**src/rtl/stride_addr_pkg.sv**
```systemverilog
package stride_addr_pkg;
  typedef enum logic [1:0] {
    AM_FIXED  = 2'd0,
    AM_INCR   = 2'd1,
    AM_UBS    = 2'd2,
    AM_UBS_DS = 2'd3
  } addr_mode_e;
endpackage

```
**src/rtl/stride_addr_sext.sv**
```systemverilog
module stride_addr_sext #(
  parameter int IN_W  = 24,
  parameter int OUT_W = 32
) (
  input  logic [IN_W-1:0]  val_i,
  output logic [OUT_W-1:0] val_o
);
  generate
    if (IN_W < OUT_W) begin : g_ext
      assign val_o = {{(OUT_W-IN_W){val_i[IN_W-1]}}, val_i};
    end else begin : g_trunc
      assign val_o = val_i[OUT_W-1:0];
    end
  endgenerate
endmodule

```
**src/rtl/stride_addr_rst_sync.sv**
```systemverilog
module stride_addr_rst_sync #(
  parameter int STAGES = 2
) (
  input  logic clk,
  input  logic rst_n,
  output logic rst_ok
);
  logic [STAGES-1:0] sync_q;

  always_ff @(posedge clk or negedge rst_n) begin
    if (!rst_n) sync_q <= '0;
    else        sync_q <= {sync_q[STAGES-2:0], 1'b1};
  end

  assign rst_ok = sync_q[STAGES-1];
endmodule

```
**src/rtl/stride_addr_delta.sv**
```systemverilog
module stride_addr_delta
  import stride_addr_pkg::*;
#(
  parameter int ADDR_W = 32,
  parameter int SIZE_W = 2
) (
  input  addr_mode_e          mode_i,
  input  logic [SIZE_W-1:0]   width_i,
  input  logic [ADDR_W-1:0]   dstride_i,
  input  logic [ADDR_W-1:0]   ustride_i,
  input  logic                boundary_i,
  output logic [ADDR_W-1:0]   delta_o
);
  logic [ADDR_W-1:0] elem_size;
  logic [ADDR_W-1:0] ubs_extra;
  logic [ADDR_W-1:0] ds_extra;

  always_comb begin
    elem_size = ADDR_W'(1) << width_i;
    ubs_extra = boundary_i ? ustride_i : '0;
    ds_extra  = boundary_i ? ustride_i : dstride_i;
    case (mode_i)
      AM_FIXED:  delta_o = '0;
      AM_INCR:   delta_o = elem_size;
      AM_UBS:    delta_o = elem_size + ubs_extra;
      AM_UBS_DS: delta_o = elem_size + ds_extra;
      default:   delta_o = '0;
    endcase
  end
endmodule

```
**src/rtl/stride_addr_reg.sv**
```systemverilog
module stride_addr_reg #(
  parameter int ADDR_W = 32
) (
  input  logic              clk,
  input  logic              rst_ok,
  input  logic              load_i,
  input  logic [ADDR_W-1:0] start_i,
  input  logic              advance_i,
  input  logic [ADDR_W-1:0] delta_i,
  output logic [ADDR_W-1:0] addr_o
);
  logic [ADDR_W-1:0] addr_q;
  logic [ADDR_W-1:0] addr_d;
  logic              addr_en;

  always_comb begin
    addr_en = load_i | advance_i;
    if (load_i) addr_d = start_i;
    else        addr_d = addr_q + delta_i;
  end

  always_ff @(posedge clk or negedge rst_ok) begin
    if (!rst_ok)      addr_q <= '0;
    else if (addr_en) addr_q <= addr_d;
  end

  assign addr_o = addr_q;


  load_wins_chk: assert property (@(posedge clk) disable iff (!rst_ok)
    load_i |=> (addr_o == $past(start_i)));


  idle_hold_chk: assert property (@(posedge clk) disable iff (!rst_ok)
    (!load_i && !advance_i) |=> $stable(addr_o));
endmodule

```
**src/rtl/stride_addr_gen.sv**
```systemverilog
module stride_addr_gen
  import stride_addr_pkg::*;
#(
  parameter int ADDR_W   = 32,
  parameter int STRIDE_W = 24,
  parameter int SIZE_W   = 2
) (
  input  logic                clk,
  input  logic                rst_n,
  input  logic                load_i,
  input  logic [ADDR_W-1:0]   start_addr_i,
  input  logic [SIZE_W-1:0]   width_i,
  input  logic [1:0]          mode_i,
  input  logic [STRIDE_W-1:0] data_stride_i,
  input  logic [STRIDE_W-1:0] ublk_stride_i,
  input  logic                elem_step_i,
  input  logic                ublk_step_i,
  output logic [ADDR_W-1:0]   addr_o
);
  logic              rst_ok;
  logic [ADDR_W-1:0] dstride_ext;
  logic [ADDR_W-1:0] ustride_ext;
  logic [ADDR_W-1:0] delta;
  logic              advance;
  addr_mode_e        mode;

  assign mode    = addr_mode_e'(mode_i);
  assign advance = elem_step_i | ublk_step_i;

  stride_addr_rst_sync #(.STAGES(2)) u_rst_sync (
    .clk(clk), .rst_n(rst_n), .rst_ok(rst_ok)
  );

  stride_addr_sext #(.IN_W(STRIDE_W), .OUT_W(ADDR_W)) u_dsext (
    .val_i(data_stride_i), .val_o(dstride_ext)
  );

  stride_addr_sext #(.IN_W(STRIDE_W), .OUT_W(ADDR_W)) u_usext (
    .val_i(ublk_stride_i), .val_o(ustride_ext)
  );

  stride_addr_delta #(.ADDR_W(ADDR_W), .SIZE_W(SIZE_W)) u_delta (
    .mode_i(mode), .width_i(width_i), .dstride_i(dstride_ext),
    .ustride_i(ustride_ext), .boundary_i(ublk_step_i), .delta_o(delta)
  );

  stride_addr_reg #(.ADDR_W(ADDR_W)) u_reg (
    .clk(clk), .rst_ok(rst_ok), .load_i(load_i), .start_i(start_addr_i),
    .advance_i(advance), .delta_i(delta), .addr_o(addr_o)
  );


  fixed_hold_chk: assert property (@(posedge clk) disable iff (!rst_ok)
    (mode_i == 2'd0 && !load_i) |=> $stable(addr_o));


  incr_size_chk: assert property (@(posedge clk) disable iff (!rst_ok)
    (mode_i == 2'd1 && !load_i && advance) |=>
      (addr_o == $past(addr_o) + (ADDR_W'(1) << $past(width_i))));


  minus_one_hold_chk: assert property (@(posedge clk) disable iff (!rst_ok)
    (mode_i == 2'd3 && width_i == '0 && data_stride_i == '1 &&
     elem_step_i && !ublk_step_i && !load_i) |=> $stable(addr_o));
endmodule

```
**config.mk**
```make
export PLATFORM = sky130hd
export DESIGN_NAME = stride_addr_gen
export DESIGN_NICKNAME = d
export VERILOG_FILES = /design/src/rtl/stride_addr_pkg.sv /design/src/rtl/stride_addr_sext.sv /design/src/rtl/stride_addr_rst_sync.sv /design/src/rtl/stride_addr_delta.sv /design/src/rtl/stride_addr_reg.sv /design/src/rtl/stride_addr_gen.sv
export SDC_FILE = /design/constraint.sdc
export NUM_CORES = 1
export LEC_CHECK = 0
export BUFFER_PORTS_ARGS = -buffer_cell sky130_fd_sc_hd__buf_4
export CORE_MARGIN = 1
export CORE_UTILIZATION = 49
export DETAILED_ROUTE_END_ITERATION = 16
export PLACE_DENSITY = 0.79
export SETUP_SLACK_MARGIN = 0.3
export SLEW_MARGIN = 20
export SYNTH_ARGS = -nofsm -noshare
export SYNTH_HDL_FRONTEND = slang
export SYNTH_SLANG_ARGS = --single-unit
```
**constraint.sdc**
```tcl
create_clock -name clk -period 0.9 [get_ports clk]
set_input_delay 0.045 -clock clk [delete_from_list [all_inputs] [get_ports clk]]
set_output_delay 0.045 -clock clk [all_outputs]
set_load 0.01 [all_outputs]
```
==> results of run 1 <==
-- logic make-up after synthesis --
logic type,after synthesis
other,1
buffers and inverters,46
DFF,34
AOI/OAI and AO/OA,168
muxes,21
and+or+nand+nor,204
xor gates and xnor gates,37
adders and majority gates,37
-- Yosys cell counts, types with 14 or more instances --
cell type,instances,area [um2]
mux2_2,20,225
a21oi_1,51,255
nor3_1,14,70.1
nand2_1,43,161
clkbuf_1,19,71.3
dfrtp_1,34,851
o21ai_0,27,135
xnor2_1,26,228
ha_1,35,438
inv_1,19,71.3
and2_1,20,125
nor2_1,44,165
-- routing by layer --
metal | track usage, % | overflow
met5 | 14.9 | 0
met4 | 123 | 225
met3 | 66.4 | 2
met2 | 135 | 625
met1 | 85.1 | 4
-- repair_timing --
item,4_1_cts
gates resized for setup,157
setup buffers,14
cloned,0
hold buffers,1
pin swaps,72
hold endpoints to repair,26
endpoints found under the setup margin,64
-- stage by stage --
stage	setup slack (ns)	setup TNS [ns]	cells
detailed placement	-3.89	-101.59	918
global placement	-3.61	-95.41	918
floorplan	-3.57	-91.52	548
CTS	-3.32	-88.02	941
==> metrics.md, run 1 <==
| Metric | Value |
|---|---|
| Sink Count | 34 |
| Post-synth EDFFs | 0 |
| Gr ovfl total | between 800 and 900 |
| Global placement routability congestion | about 0.96 |
| CTS Root Cell | clkbuf_8 |
| Largest net degree at the start of global routing | between 40 and 50 |
| CTS Buf Count | 5 |
| Max clock buf depth | 2 |
| Mux cell area share after synthesis | 5.44% |
| Synth cell types | a little under 70 |
| Avg Synthesized Cell Area | approximately 7.9 um2 |
| Post-Synth Simple-Gate Area | 25.7% |
| Fraction of registers with async set/reset | 100% |
| Syn Std Cell Area | 4320 um2 |
| Worst setup endpoint GRT | u_reg.addr_o[25]$_DFFE_PN0P_/D |
| Mapped Nets | about 670 |
| DIE WIDTH | about 96 um |
| Register area share after synthesis | a little under 20% |
| Area post-placement | about 6700 um2 |
| Compound-cell area share of the yosys netlist | about a quarter |
| Post-synthesis register bit count | 34 |
| H-Tree Depth | 2 |
| GRT Overall Usage | slightly below 100% |
| Rows | 33 |
| Port Buffers | between 100 and 150 |
| Initial Utilization | 51.6% |
| Largest family of logic cells by synthesized area | simple AND/OR/NAND/NOR gates |
| Adder-cell share of the synthesized area | between 10 and 15% |
| Die Y | approximately 96 um |
| I/O pins | between 100 and 150 |
| Status | stopped before the end |
| Synth Area in XOR/XNOR | 7.50% |
| Tool error | [ERROR GRT-0232] Routing congestion too high. Check the congestion heatmap in the GUI. |
| Most used DFF post-synth | dfrtp_1 |
| HPWL after DPL | roughly 12000 um |
| Worst End Pin Type | register input |
| YS warnings | 0 |
| Exit stage | 5_1_grt |
| Post-synthesis cell count | between 500 and 600 |
==> run 2: changes to the inputs <==
--- a/config.mk
+++ b/config.mk
@@ -7,10 +7,9 @@
 export LEC_CHECK = 0
 export BUFFER_PORTS_ARGS = -buffer_cell sky130_fd_sc_hd__buf_4
 export CORE_MARGIN = 1
-export CORE_UTILIZATION = 49
+export CORE_UTILIZATION = 40
 export DETAILED_ROUTE_END_ITERATION = 16
-export PLACE_DENSITY = 0.79
-export SETUP_SLACK_MARGIN = 0.3
+export PLACE_DENSITY_LB_ADDON = 0.15
 export SLEW_MARGIN = 20
 export SYNTH_ARGS = -nofsm -noshare
 export SYNTH_HDL_FRONTEND = slang
==> constraint.sdc (replaced) <==
create_clock -name clk -period 1.2 [get_ports clk]
set_input_delay 0.06 -clock clk [delete_from_list [all_inputs] [get_ports clk]]
set_output_delay 0.06 -clock clk [all_outputs]
set_load 0.01 [all_outputs]
==> run 2 against run 1 <==
  * The flow now finishes, with violations (negative hold slack, negative setup slack)
  * Synthesized cell count unchanged
  * Synthesized area unchanged
==> metrics.md, run 2 <==
| Metric | Value |
|---|---|
| Max clock buf depth | 2 |
| Antenna Nets Post-Route | 0 |
| NumNets Final | 969 |
| Clk_lat worst skew | approximately 0.30 ns |
| Maximum vdd drop | 0.708 mV |
| Clock Skew | around 0.0050 ns |
| Lkg Pwr | ~0.0036 uW |
| Compound-cell area share of the yosys netlist | 25.5% |
| GRT Overall Usage | 28.3% |
| Area leader, netlist | dfrtp_1 |
| I/O pins | 121 |
| Commonest non-fill, non-tap cell in the layout | buf_4 |
| H-Tree Depth | 2 |
| YS warnings | 0 |
| Avg Synthesized Cell Area | about 7.9 um2 |
| Largest register FFs | 32 |
| Global placement routability congestion | 0.952 |
| Critical Path Start Type | input pin |
| Rows | 37 |
| Commonest non-fill, non-tap cells in the layout | buf_4 (279), nand2_1 (39), nor2_1 (39), dfrtp_1 (34), a21oi_1 (32) |
| CTS tree | yes |
| Sink Count | 34 |
| Synth top cells by count | a21oi_1 (51), nor2_1 (44), nand2_1 (43) |
| Gr ovfl total | 0 |
| Antenna diodes | 0 |
| Syn Std Cell Area | approximately 4300 um2 |
| Final WS setup | -3.15 ns |
| WP data required | around 1.4 ns |
| Initial antenna violation count | 0 |
| Routed wire length per instance | around 18 um |
| Most used DFF post-synth | dfrtp_1 |
| Mux cell area share after synthesis | under 10% |
| CTS Root Cell | clkbuf_8 |
| Max-slew violations | 0 |
| Fin. Hold Viols | 7 |
| Adder-cell share of the synthesized area | between 10% and 20% |
| HPWL after DPL | 11600 um |
| Setup CP Type | input pin to flop |
| CTS Buf Count | 5 |
| P per Cell Area | 1150 nW/um2 |
| Post-Synth Simple-Gate Area | 25.7% |
| Largest net degree at the start of global routing | 42 |
| Largest family of logic cells by synthesized area | simple AND/OR/NAND/NOR gates |
| DR iter-0 viols | 264 |
| Flop-to-flop setup slack | -1.45 ns |
| Initial Utilization | about two fifths |
| Vias in the first global route | around 5400 |
| Routed vias | 5581 |
| Minimum hold slack | -0.00453 ns |
| Mapped Nets | 674 |
| TNS Setup | -81.03 ns |
| Core box area | between 10000 and 15000 um2 |
| Port Buffers | between 100 and 150 |
| Crit. End Element | flop |
| FMAX | roughly 0.23 GHz |
| Status | finished with violations |
| CP arrival | approximately 4.5 ns |
| Final setup viols | 32 |
| DIE WIDTH | 106 um |
| Synth cell types | 68 |
| Placed Cells | 936 |
| DR vias/cell | ~5.7 |
| Hold Path End | u_reg.addr_o[14] |
| Post-synth EDFFs | 0 |
| Post-synthesis cell count | 548 |
| Post-synthesis register bit count | 34 |
| Share of layout cells above drive strength 1 | between 50% and 60% |
| First-pass iteration count of the detailed router | 5 |
| Min-delay worst type | input pin to flop |
| WL final | 17900 um |
| Period Utilization, post-route | 363% |
| Fin cells | 979 |
| DIE AREA | about 11000 um2 |
| Largest cells by area after synthesis | dfrtp_1 (20%), ha_1 (10%), a21oi_1 (5.9%) |
| RSZ-0062 raised after global routing | true |
| R2R Path End | u_reg.addr_o[10] |
| Clock Pin Slew Worst Setup and Hold Paths | 0.08 ns |
| Top-area cell type share of the netlist area | between 10% and 20% |
| Reg2reg start | u_reg.addr_o[0] |
| Die Y | 106 um |
| Hold Path Depth | 2 |
| First-pass GRT wire length | ~26000 um |
| Violated checks | negative hold slack, negative setup slack |
| Fraction of registers with async set/reset | 100% |
| Area delta synth->final | 82.0% |
| Most numerous cell in the Yosys netlist | a21oi_1 |
| Worst r2r path cells | 13 |
| DRC Markers | 0 |
| Hold wc startpoint | start_addr_i[14] |
| Synth Area in XOR/XNOR | between 7 and 8% |
| Max Cap Viol | 0 |
| Register area share after synthesis | 19.7% |
| Worst-path maximum fanout | 4 |
| Min Tclk post-route | 4.35 ns |
run 2: cell counts after synthesis:
Identical to the previous run, type by type.
run 2: through the flow:
| step | power (uW) | hold WS [ns] | area, um2 | utilization (%) | setup slack [ns] |
|---|---|---|---|---|---|
| finish | 9030 | -0.00453 | 7870 | 75.5 | -3.15 |
| global route | 9500 | 0.00168 | 7870 | 75.5 | -3.32 |
| CTS | 8150 | 0.00194 | 7310 | 70.2 | -3.03 |
| detailed placement | 6380 | -0.156 | 6620 | 63.6 | -3.48 |
| global placement | 6240 | -0.158 | 6620 | 63.6 | -3.31 |
| floorplan | 4120 | -0.236 | 4500 | - | -3.29 |
run 2: kinds of logic (layout without fill, tap and decap cells):
logic type,Yosys count,after routing
AO/OA/AOI/OAI,168,168
XOR/XNOR,37,37
adder cells (fa/ha/maj),37,37
buffers and inverters,46,341
flip-flops,34,34
multiplexers,21,21
other,1,1
AND/OR/NAND/NOR,204,204
run 2: power breakdown:
| part | internal, uW | switching (uW) | total (uW) |
|---|---|---|---|
| logic | 3430 | 2830 | 6260 |
| registers | 1390 | 230 | 1620 |
| clock network | 666 | 486 | 1150 |
| total | 5480 | 3550 | 9030 |
run 2: worst max-delay path by stage:
| stage | cells after the start | from | end | slack (ns) |
|---|---|---|---|---|
| finish | 23 | mode_i[1] | u_reg.addr_o[27] | -3.15 |
| CTS | 22 | ublk_step_i | u_reg.addr_o[25] | -3.03 |
| detailed placement | 23 | ublk_step_i | u_reg.addr_o[25] | -3.48 |
| global placement | 23 | ublk_step_i | u_reg.addr_o[27] | -3.31 |
| floorplan | 26 | ublk_step_i | u_reg.addr_o[31] | -3.29 |
| global route | 24 | ublk_step_i | u_reg.addr_o[27] | -3.32 |
run 2: metal layers:
layer | track usage [%] | vias up | part of all wire [%]
met5 | 0 | - | 0
met3 | 3.43 | 62 | 5.2
met4 | 7.44 | 0 | 4.4
li1 | - | 2615 | -
met1 | 32.7 | 2673 | 38
met2 | 54.5 | 231 | 52
run 2: area by class of cell:
cell class / count / area (um2)
clock buffer: 6 / 82.6
inverter: 19 / 71.3
fill: 716 / 2550
sequential: 34 / 851
clock inverter: 1 / 30.0
timing repair buffer: 315 / 2510
tap: 136 / 170
multi-input combinational: 468 / 4150
run 2: critical path: stages:
cell     delay (ns)
buf_4          0.11
and3b_2        0.22
buf_4          0.15
a22o_1         0.23
ha_4           0.29
o21ai_0        0.12
o21ai_2        0.19
nor4b_4        0.34
nand2_1        0.17
nor2_1         0.16
a21oi_1        0.11
nor3b_1        0.25
buf_4          0.17
ha_1           0.29
a21oi_4        0.19
nand2_1        0.07
o32ai_2        0.35
o22a_4         0.24
nand2_2        0.06
a21o_1         0.21
a21oi_2        0.15
xnor2_1        0.09
a221o_1        0.29
run 2: what timing repair did:
action,4_1_cts,5_1_grt
pin swaps,50,78
hold buffers,8,1
endpoints found under the hold margin,9,1
gates resized for setup,81,83
setup endpoints to repair,32,32
buffers inserted,12,21
Power figures use the tool's default switching activity.
==> run 3: changes to the inputs <==
--- a/config.mk
+++ b/config.mk
@@ -7,9 +7,9 @@
 export LEC_CHECK = 0
 export BUFFER_PORTS_ARGS = -buffer_cell sky130_fd_sc_hd__buf_4
 export CORE_MARGIN = 1
-export CORE_UTILIZATION = 40
+export CORE_UTILIZATION = 44
 export DETAILED_ROUTE_END_ITERATION = 16
-export PLACE_DENSITY_LB_ADDON = 0.15
+export PLACE_DENSITY = 0.69
 export SLEW_MARGIN = 20
 export SYNTH_ARGS = -nofsm -noshare
 export SYNTH_HDL_FRONTEND = slang
==> run 3 against run 2 <==
  * Combinational power increased by 1%
  * Non-clock buffer count increased by 13
  * Core utilization increased by 9.7 points
  * Highest routed layer unchanged
  * Critical path type unchanged
  * Register-to-register slack got worse by 0.09 ns
  * Die area decreased by 8.9%
  * Cell count increased by 0.72%
  * Critical path depth unchanged
  * Sequential cell count unchanged
  * The run ends with negative setup slack left
  * Largest power group unchanged
  * Global-route usage increased by 5.2 points
  * First-iteration DRC count increased by 7.6%
==> metrics.md, run 3 (synthesized netlist as in run 2, its figures left out) <==
| Metric | Value |
|---|---|
| Status | finished with violations |
| Violated checks | negative setup slack |
| Area of the multi-input gates | around 4200 um2 |
| M2 GR Usage | around 60% |
| Min Tclk post-route | about 4.3 ns |
| Max clock buf depth | 2 |
| Area delta synth->final | 84.7% |
| Initial antenna violation count | 0 |
| Sink Count | 34 |
| Worst-path maximum fanout | 5 |
| Routed wire length per instance | between 15 and 20 um |
| Lkg Pwr | 0.00368 uW |
| First-pass GRT wire length | around 27000 um |
| Delay-heaviest family, CP | simple AND/OR/NAND/NOR gates |
| DIE WIDTH | slightly above 100 um |
| FMAX | 0.233 GHz |
| NumNets Final | slightly below 1000 |
| Critical Path Start Type | input pin |
| DRC Markers | 0 |
| GR met3 Demand/Resource | between 4 and 5% |
| Rows | 35 |
| Core box area | 9370 um2 |
| HPWL after DPL | around 12000 um |
| Min-delay worst type | input pin to flop |
| Minimum hold slack | ~0.0048 ns |
| Max-slew violations | 0 |
| DR vias/cell | between 5 and 6 |
| Placed Cells | 933 |
| DIE AREA | 10200 um2 |
| Port Buffers | 120 |
| Antenna diodes | 0 |
| First-pass iteration count of the detailed router | 5 |
| Switching power | 3590 uW |
| CP peak stage delay | between 0.4 and 0.5 ns |
| Met1 track demand over resource | a little under two fifths |
| Sw Share | between 30% and 40% |
| Max Cap Viol | 0 |
| Routed vias | ~5700 |
| Cell Int Power | roughly 5500 uW |
| Final setup viols | 32 |
| Power share of the clock group | about an eighth |
| CTS Buf Count | 5 |
| CTS tree | yes |
| Vias in the first global route | ~5900 |
| CP arrival | roughly 4.5 ns |
| Initial Utilization | between 40% and 50% |
| Period Utilization, post-route | 358% |
| H-Tree Depth | 2 |
| Final WS setup | -3.09 ns |
| Antenna Nets Post-Route | 0 |
| Largest register FFs | 32 |
| Clock Pin Slew Worst Setup and Hold Paths | ~0.080 ns |
| Commonest non-fill, non-tap cells in the layout | buf_4 (288), nor2_1 (39), nand2_1 (38), dfrtp_1 (34), a21oi_1 (31) |
| Crit. End Element | flop |
| Maximum vdd drop | around 0.75 mV |
| Die Y | 101 um |
| P per Cell Area | about 1100 nW/um2 |
| Clock Skew | around 0.014 ns |
| Largest net degree at the start of global routing | 42 |
| CTS Root Cell | clkbuf_8 |
| DR iter-0 viols | roughly 280 |
| Global placement routability congestion | 0.889 |
| WL final | around 18000 um |
| I/O pins | about 120 |
| Part of the power in combinational logic | between 60% and 70% |
| Crit-path cells | buf_6, and3b_2, a22o_1, ha_4, inv_2, fa_2, nor2b_2, o21ai_2, a211oi_2, nand2b_1, or3_4, or3_1, and3_4, ha_4, nand2_2, nor3_4, o32ai_2, o22a_2, nand2_2, a21o_1, a21oi_2, xnor2_1, a221o_1 |
| Util after Layout | 85.2% |
| Most Used Layer, Global Route | met2 |
| Area post-placement | between 6000 and 7000 um2 |
| Share of layout cells above drive strength 1 | between 50 and 60% |
| FF+latch area | 851 um2 |
| Critical Path Slowest Stage Cell | or3_4 |
| Buf/Inv on CP | 2 |
| GRT Overall Usage | around a third |
| Commonest non-fill, non-tap cell in the layout | buf_4 |
| Fill count | ~540 |
| Fin. Hold Viols | 0 |
| Fin area | between 7000 and 8000 um2 |
| RSZ-0062 raised after global routing | true |
| Share of total power in sequential cells | approximately 18% |
| Placement Setup Slack | -3.49 ns |
| Fin cells | approximately 990 |
| Gr ovfl total | 0 |
| WP data required | about 1.4 ns |
| Clk_lat worst skew | about 0.3 ns |
| Setup CP Type | input pin to flop |
## run 3: layout make-up
cell class / count / area share [%]
clock inverter: 1 / 0.376
tap: 129 / 2.02
timing repair buffer: 328 / 32.8
sequential: 34 / 10.7
clock buffer: 7 / 0.956
inverter: 19 / 0.894
multi-input combinational: 468 / 52.3
## run 3: power by group through the flow
stage	logic [uW]	clock network, uW	registers [uW]
6_report	6350	1110	1630
5_1_grt	6760	1170	1650
4_1_cts	5650	1120	1620
3_5_place_dp	4810	0	1600
3_3_place_gp	4670	0	1600
2_1_floorplan	2380	0	1750
## run 3: per-stage QoR
stage / TNS (ns) / total power [uW]
after CTS: -75.10 / 8390
after floorplan: -82.40 / 4120
after global placement: -87.38 / 6270
final: -78.69 / 9090
after global routing: -83.06 / 9570
after detailed placement: -91.90 / 6410
## run 3: routing by layer
metal / vias up / part of all wire (%)
met5: - / 0
met4: 0 / 4.2
met3: 68 / 4.8
met2: 249 / 53
met1: 2688 / 38
li1: 2649 / -
## run 3: timing repair
action / CTS / global route
gates resized for setup: 118 / 50
hold buffers: 14 / 1
endpoints found under the setup margin: 32 / 32
pin swaps: 93 / 62
buffers inserted: 17 / 16
endpoints found under the hold margin: 15 / 1
## run 3: path summary, 6_finish.rpt
kind / cells past startpoint / to / start / slack [ns]
worst max-delay path: 23 / u_reg.addr_o[27] / ublk_step_i / -3.09
worst min-delay path: 2 / u_reg.addr_o[11] / start_addr_i[11] / 0.005
worst max register to register: 13 / u_reg.addr_o[26] / u_reg.addr_o[0] / -1.54
worst min register to register: 1 / u_reg.addr_o[2] / u_rst_sync.sync_q[1] / 0.29
max in group asynchronous: 1 / u_reg.addr_o[12] / u_rst_sync.sync_q[1] / 0.57
min in group asynchronous: 2 / u_rst_sync.sync_q[1] / rst_n / 0.07
==> run 4: changes to the inputs <==
--- a/config.mk
+++ b/config.mk
@@ -7,9 +7,9 @@
 export LEC_CHECK = 0
 export BUFFER_PORTS_ARGS = -buffer_cell sky130_fd_sc_hd__buf_4
 export CORE_MARGIN = 1
-export CORE_UTILIZATION = 44
+export CORE_UTILIZATION = 54
 export DETAILED_ROUTE_END_ITERATION = 16
-export PLACE_DENSITY = 0.69
+export PLACE_DENSITY = 0.82
 export SLEW_MARGIN = 20
 export SYNTH_ARGS = -nofsm -noshare
 export SYNTH_HDL_FRONTEND = slang
==> run 4 against run 3 <==
  * The flow now stops in 5_1_grt
  * Synthesized area stayed put
  * Synthesized cell count stayed put
==> metrics.md, run 4 <==
| Metric | Value |
|---|---|
| Max clock buf depth | 2 |
| Post-synthesis cell count | 548 |
| Sink Count | 34 |
| Die Y | 91.5 um |
| Worst End Pin Type | register input |
| Mapped Nets | 674 |
| Rows | 32 |
| YS warnings | 0 |
| Exit stage | 5_1_grt |
| Post-synth EDFFs | 0 |
| Initial Utilization | 55.9% |
| H-Tree Depth | 2 |
| HPWL after DPL | around 12000 um |
| CTS Root Cell | clkbuf_8 |
| Most numerous cell in the Yosys netlist | a21oi_1 |
| Worst setup endpoint GRT | u_reg.addr_o[31]$_DFFE_PN0P_/D |
| Synth cell types | 68 |
| Register area share after synthesis | 19.7% |
| CTS Buf Count | 5 |
| DIE WIDTH | just over 90 um |
| Largest net degree at the start of global routing | 42 |
| Avg Synthesized Cell Area | about 7.9 um2 |
| Fraction of registers with async set/reset | 100% |
| Tool error | [ERROR DPL-0038] Utilization greater than 100%, impossible to legalize |
| Status | stopped before the end |
| Area leader, netlist | dfrtp_1 |
| Top-area cell type share of the netlist area | between 10% and 20% |
| Port Buffers | 120 |
| I/O pins | ~120 |
| Global placement routability congestion | about 0.93 |
| Most used DFF post-synth | dfrtp_1 |
| Syn Std Cell Area | about 4300 um2 |
| Post-synthesis register bit count | 34 |
| Largest cells by area after synthesis | dfrtp_1 (20%), ha_1 (10%), a21oi_1 (5.9%) |
| Synth top cells by count | a21oi_1 (51), nor2_1 (44), nand2_1 (43) |
## run 4: cell counts after synthesis
Identical to the previous run, type by type.
## run 4: metrics by stage
stage               area [um2]  instances  setup WS [ns]  utilization, %
CTS                       7290        924          -3.01            94.3
detailed placement        6560        898          -3.60            84.9
global placement          6560        898          -3.34            84.9
floorplan                 4500        548          -3.29               -
## run 4: logic make-up after synthesis
group	share of synthesized area, %
xor+xnor	7.50
fa+ha+maj	11.1
other cells	0.0868
flops	19.7
simple gates	25.7
mux	5.44
buf+inv	4.98
compound gates	25.5
## run 4: repair_timing
action                                  in CTS
hold endpoints to repair                     8
buffers inserted                            11
gates resized for setup                     89
endpoints found under the setup margin      32
hold buffers                                 7
pin swaps                                   50
